--- config.mk ---
export PLATFORM = sky130hd
export DESIGN_NAME = can_id_filter
export DESIGN_NICKNAME = d
export VERILOG_FILES = /design/src/rtl/can_idf_pkg.sv /design/src/rtl/can_idf_byte_cmp.sv /design/src/rtl/can_idf_group.sv /design/src/rtl/can_idf_prio.sv /design/src/rtl/can_id_filter.sv
export SDC_FILE = /design/constraint.sdc
export NUM_CORES = 1
export LEC_CHECK = 0
export CAP_MARGIN = 15
export CORE_MARGIN = 4
export CORE_UTILIZATION = 33
export CTS_CLUSTER_SIZE = 14
export DETAILED_ROUTE_END_ITERATION = 8
export GPL_TIMING_DRIVEN = 0
export MAX_ROUTING_LAYER = met4
export PLACE_DENSITY = 0.84
export REMOVE_ABC_BUFFERS = 1
export SYNTH_ARGS = -nofsm -noshare
export SYNTH_HDL_FRONTEND = slang
export SYNTH_SLANG_ARGS = --single-unit
export TNS_END_PERCENT = 1
--- constraint.sdc ---
create_clock -name clk -period 3.1 [get_ports clk]
set_clock_uncertainty 0.05 [all_clocks]
set_input_delay 0.465 -clock clk [delete_from_list [all_inputs] [get_ports clk]]
set_output_delay 0.465 -clock clk [all_outputs]
set_load 0.02 [all_outputs]
--- src/rtl/can_idf_pkg.sv ---
package can_idf_pkg;

    localparam int BYTE_W   = 8;
    localparam int ID_BYTES = 4;
    localparam int NUM_REGS = 8;
    localparam int HIT_W    = $clog2(NUM_REGS);

    typedef enum logic [1:0] {
        MODE_W32 = 2'b00,
        MODE_W16 = 2'b01,
        MODE_W8  = 2'b10,
        MODE_OFF = 2'b11
    } idf_mode_e;

    typedef struct packed {
        logic             hit;
        logic [HIT_W-1:0] idx;
    } idf_decision_t;

    // Identifier byte that register r is compared with in mode m
    function automatic int src_byte(idf_mode_e m, int r);
        int sel;
        case (m)
            MODE_W32: sel = r % ID_BYTES;
            MODE_W16: sel = r % 2;
            default:  sel = 0;
        endcase
        return sel;
    endfunction

endpackage

--- src/rtl/can_idf_byte_cmp.sv ---
module can_idf_byte_cmp #(
    parameter int BYTE_W = 8
) (
    input  logic [BYTE_W-1:0] pattern_i,
    input  logic [BYTE_W-1:0] care_n_i,
    input  logic [BYTE_W-1:0] data_i,
    output logic              match_o
);
    logic [BYTE_W-1:0] diff;

    always_comb begin
        diff    = (pattern_i ^ data_i) & ~care_n_i;
        match_o = (diff == '0);
    end
endmodule

--- src/rtl/can_idf_group.sv ---
module can_idf_group
    import can_idf_pkg::*;
#(
    parameter int N = 8
) (
    input  idf_mode_e      mode_i,
    input  logic [N-1:0]   reg_match_i,
    output logic [N-1:0]   filt_hit_o
);
    localparam int N16 = N / 2;
    localparam int N32 = N / 4;

    logic [N-1:0] hit_w8, hit_w16, hit_w32;

    genvar k;
    generate
        for (k = 0; k < N; k++) begin : g_w8
            assign hit_w8[k] = reg_match_i[k];
        end
        for (k = 0; k < N; k++) begin : g_w16
            if (k < N16) begin : g_on
                assign hit_w16[k] = &reg_match_i[2*k+1 : 2*k];
            end else begin : g_off
                assign hit_w16[k] = 1'b0;
            end
        end
        for (k = 0; k < N; k++) begin : g_w32
            if (k < N32) begin : g_on
                assign hit_w32[k] = &reg_match_i[4*k+3 : 4*k];
            end else begin : g_off
                assign hit_w32[k] = 1'b0;
            end
        end
    endgenerate

    always_comb begin
        case (mode_i)
            MODE_W32: filt_hit_o = hit_w32;
            MODE_W16: filt_hit_o = hit_w16;
            MODE_W8:  filt_hit_o = hit_w8;
            default:  filt_hit_o = '0;
        endcase
    end
endmodule

--- src/rtl/can_idf_prio.sv ---
module can_idf_prio #(
    parameter int N     = 8,
    parameter int IDX_W = $clog2(N)
) (
    input  logic [N-1:0]     req_i,
    output logic             any_o,
    output logic [IDX_W-1:0] idx_o
);
    always_comb begin
        any_o = |req_i;
        idx_o = '0;
        for (int i = N - 1; i >= 0; i--) begin
            if (req_i[i]) idx_o = IDX_W'(i);
        end
    end
endmodule

--- src/rtl/can_id_filter.sv ---
module can_id_filter
    import can_idf_pkg::*;
#(
    parameter int BW   = BYTE_W,
    parameter int NB   = ID_BYTES,
    parameter int NR   = NUM_REGS,
    parameter int HW   = $clog2(NR)
) (
    input  logic             clk,
    input  logic             rst,
    input  logic             id_valid_i,
    input  logic [NB*BW-1:0] id_bytes_i,
    input  logic [NR*BW-1:0] acc_i,
    input  logic [NR*BW-1:0] mask_i,
    input  logic [1:0]       mode_i,
    output logic             accept_o,
    output logic [HW-1:0]    hit_idx_o,
    output logic             rxf_set_o
);
    idf_mode_e         mode;
    logic [BW-1:0]     data_sel [NR];
    logic [NR-1:0]     reg_match;
    logic [NR-1:0]     filt_hit;
    logic              any_hit;
    logic [HW-1:0]     first_idx;

    assign mode = idf_mode_e'(mode_i);

    always_comb begin
        for (int r = 0; r < NR; r++) begin
            data_sel[r] = id_bytes_i[src_byte(mode, r)*BW +: BW];
        end
    end

    genvar r;
    generate
        for (r = 0; r < NR; r++) begin : g_cmp
            can_idf_byte_cmp #(.BYTE_W(BW)) u_cmp (
                .pattern_i (acc_i[r*BW +: BW]),
                .care_n_i  (mask_i[r*BW +: BW]),
                .data_i    (data_sel[r]),
                .match_o   (reg_match[r])
            );
        end
    endgenerate

    can_idf_group #(.N(NR)) u_group (
        .mode_i      (mode),
        .reg_match_i (reg_match),
        .filt_hit_o  (filt_hit)
    );

    can_idf_prio #(.N(NR), .IDX_W(HW)) u_prio (
        .req_i (filt_hit),
        .any_o (any_hit),
        .idx_o (first_idx)
    );

    always_ff @(posedge clk) begin
        if (rst) begin
            accept_o  <= 1'b0;
            hit_idx_o <= '0;
            rxf_set_o <= 1'b0;
        end else begin
            rxf_set_o <= 1'b0;
            if (id_valid_i) begin
                accept_o  <= any_hit;
                rxf_set_o <= any_hit;
                if (any_hit) hit_idx_o <= first_idx;
            end
        end
    end
endmodule

==> reports/results.txt <==
outcome -> completed
Final Hold Viols -> 0
Hold WS -> 412 ps
Worst setup endpoint -> hit_idx_o[1]
die extent in y -> 84.6 um
Hold Path Class -> reg2reg
crit path from -> id_bytes_i[13]
Post-Syn Area -> 0.00194 mm^2
GRT Util Overall -> 22.5%
Post-synth EDFFs -> 0
Max Cap Viol -> 0
WL final -> 8720 um
# hold bufs at CTS -> 0
core area -> 0.00561 mm^2
detailed-route via count -> 2543
Layout area overhead -> 98.5%
Leak -> 1.40 nW
fmax -> 335 MHz
# IOs -> 170
ant diodes -> 0
Final Max Slew Viols -> 0
clock root cell -> clkbuf_8
Netlist cell types -> 47
Synth top cells by count -> xnor2_1, xor2_1, o22ai_1, mux2i_1, nor2_1
hold path start -> hit_idx_o[1]
die width -> 84.6 um
H-tree depth -> 1
WS Path Type -> in2reg
Setup-failing EPs final -> 0
Initial Util -> 34.6%
worst-path fanout max -> 4
first-pass GRT wire length -> 12700 um
number of I/O port buffers -> 169
routed vias/inst -> 5.21
VDD IR max -> 0.170 mV
Slowest cell on crit path -> clkdlybuf4s50_1
sequential fraction of the synthesis area -> 5.16%
Slew headroom -> 66.6%
share of cells above drive strength 1 -> 9.38%
die area -> 0.00716 mm^2
period utilisation layout -> 96.4%
TritonRoute pass-1 iters -> 4
min Tclk post-route -> 2990 ps
CP bufs+invs -> 2
cells along the critical path -> clkdlybuf4s50_1 -> mux2i_2 -> buf_4 -> xnor2_1 -> a22oi_1 -> nand4_1 -> nor4_4 -> maj3_1 -> a22oi_1 -> a31o_1 -> a221oi_2
syn_area_per_cell -> 7.75 um^2
Nets -> 582
Fill cells -> 474
worst slew pin tran -> 500 ps
HPWL after detailed placement -> 7690 um
Num CTS Buffers -> 3
clock-pin slew on the worst setup and hold paths -> 30 ps
register area -> 100 um^2
Inst Count DP -> 479
Async SR Flop Fraction -> 0%
length in cells of the worst reg-to-reg path -> 2
area leader, netlist -> xnor2_1
CTS tree -> yes
reg2reg end -> hit_idx_o[2]
Skew-Pair Late Insertion Delay -> 220 ps
Final Wtd Congestion -> 0.875
Stages on worst setup path -> 11
Synth Flop Type -> dfxtp_1
vias in the first global route -> 2689
Syn Inst Count -> 250
CP Launch Type -> primary input
CP top delay family -> compound AO/OA/AOI/OAI gates
placement row count -> 27
Yosys warnings -> 0
DRT antenna net count -> 0
Top cell by count, worst path -> a22oi_1
initial antenna violation count -> 0
most common cell in the netlist -> xnor2_1
synth top area cells -> xnor2_1, xor2_1, mux2i_1
Longest Clk Path Bufs -> 2
non-filler instance count after layout -> 488
DRC -> 0
DRT iter0 DRCs -> 99
CP Data Required Time -> 3180 ps
Tot Pwr -> 0.000759 W
reg2reg start -> hit_idx_o[2]
GRT overflow -> 0
reg2reg setup slack -> 2360 ps
CP peak stage delay -> 500 ps
post-DR wirelength/cell -> 17.9 um
crit path DAT -> 3070 ps
crit end category -> register
P per Cell Area -> 197 mW/mm^2
top-area cell type share of the netlist area -> 16.7%
largest net degree at the start of global routing -> 21
register bit total from synthesis -> 5
Multi-input gate area -> 0.00184 mm^2
CTS sink cnt -> 5
[worst min-delay path: cells and delay by family, from the launching register on]
family                 cells  cell delay (ps)
buffers and inverters      1               60
AOI/OAI and AO/OA          1               50
DFF                        1              300
[registers in the layout, indices dropped and copies added (netlist names)]
name,cells
hit_idx_o,3
accept_o,1
rxf_set_o,1
[layout by cell type (no fill, tap or decap), drive strengths merged, types with 6 or more instances in the layout]
| master | n |
|---|---|
| inv | 6 |
| o21ai | 9 |
| xor2 | 34 |
| o22ai | 25 |
| clkdlybuf4s50 | 159 |
| buf | 7 |
| nor3 | 8 |
| mux2i | 27 |
| xnor2 | 37 |
| nor2 | 18 |
| nand2 | 7 |
| o21a | 6 |
| nor4 | 6 |
[what timing repair did]
item / 4_1_cts / 5_1_grt
setup endpoints to repair: 5 / 4
pin swaps: 2 / 3
endpoints found under the hold margin: 0 / 0
gates resized for setup: 26 / 13
buffers inserted: 0 / 5
[layout make-up]
cell class,count,share of cell area [%]
multi-input combinational,226,47.7
timing repair buffer,175,45.6
sequential,5,2.60
tap,72,2.34
clock buffer,4,1.17
inverter,6,0.585
[worst min path at each step]
stage                         to  slack, ps  cells past startpoint
floorplan               accept_o        480                      2
global placement        accept_o        390                      2
detailed placement  hit_idx_o[0]        410                      2
CTS                 hit_idx_o[0]        410                      2
global route        hit_idx_o[0]        420                      2
finish              hit_idx_o[1]        410                      2
[layer usage]
metal  share of wire, %  GRT usage (%)  vias up  routed length [um]
met2                 54           42.8      108                4750
met1                 38           25.2     1167                3330
li1                   -              -     1252                   -
met4                2.0           4.75        0                 178
met5                  0              -        -                   0
met3                5.3           2.16       16                 462
[kinds of logic (layout without fill, tap and decap cells)]
kind of cell | count (synthesis) | after routing | synth area share, %
AND/OR/NAND/NOR | 62 | 62 | 18.9
buffers and inverters | 19 | 185 | 5.29
adder cells (fa/ha/maj) | 1 | 1 | 0.516
multiplexers | 27 | 27 | 14.9
AO/OA/AOI/OAI | 65 | 65 | 23.1
XOR/XNOR | 71 | 71 | 32.1
flip-flops | 5 | 5 | 5.16
[metrics by stage]
step | setup TNS (ps) | setup slack [ps] | instance area [um^2] | utilization, %
5_1_grt | -14.0 | -14.0 | 3850 | 68.6
6_report | 0 | 112 | 3850 | 68.6
2_1_floorplan | 0 | 517 | 1860 | -
3_3_place_gp | -5650 | -1280 | 3640 | 64.9
3_5_place_dp | -4950 | -1140 | 3650 | 65.2
4_1_cts | 0 | 4.61 | 3740 | 66.6
[power by group]
| group | internal, W | switching, W |
|---|---|---|
| clock network | 0.0000882 | 0.0000308 |
| logic | 0.000338 | 0.000232 |
| registers | 0.0000689 | 0.00000167 |
No activity file was read; power rests on OpenSTA's default activity.
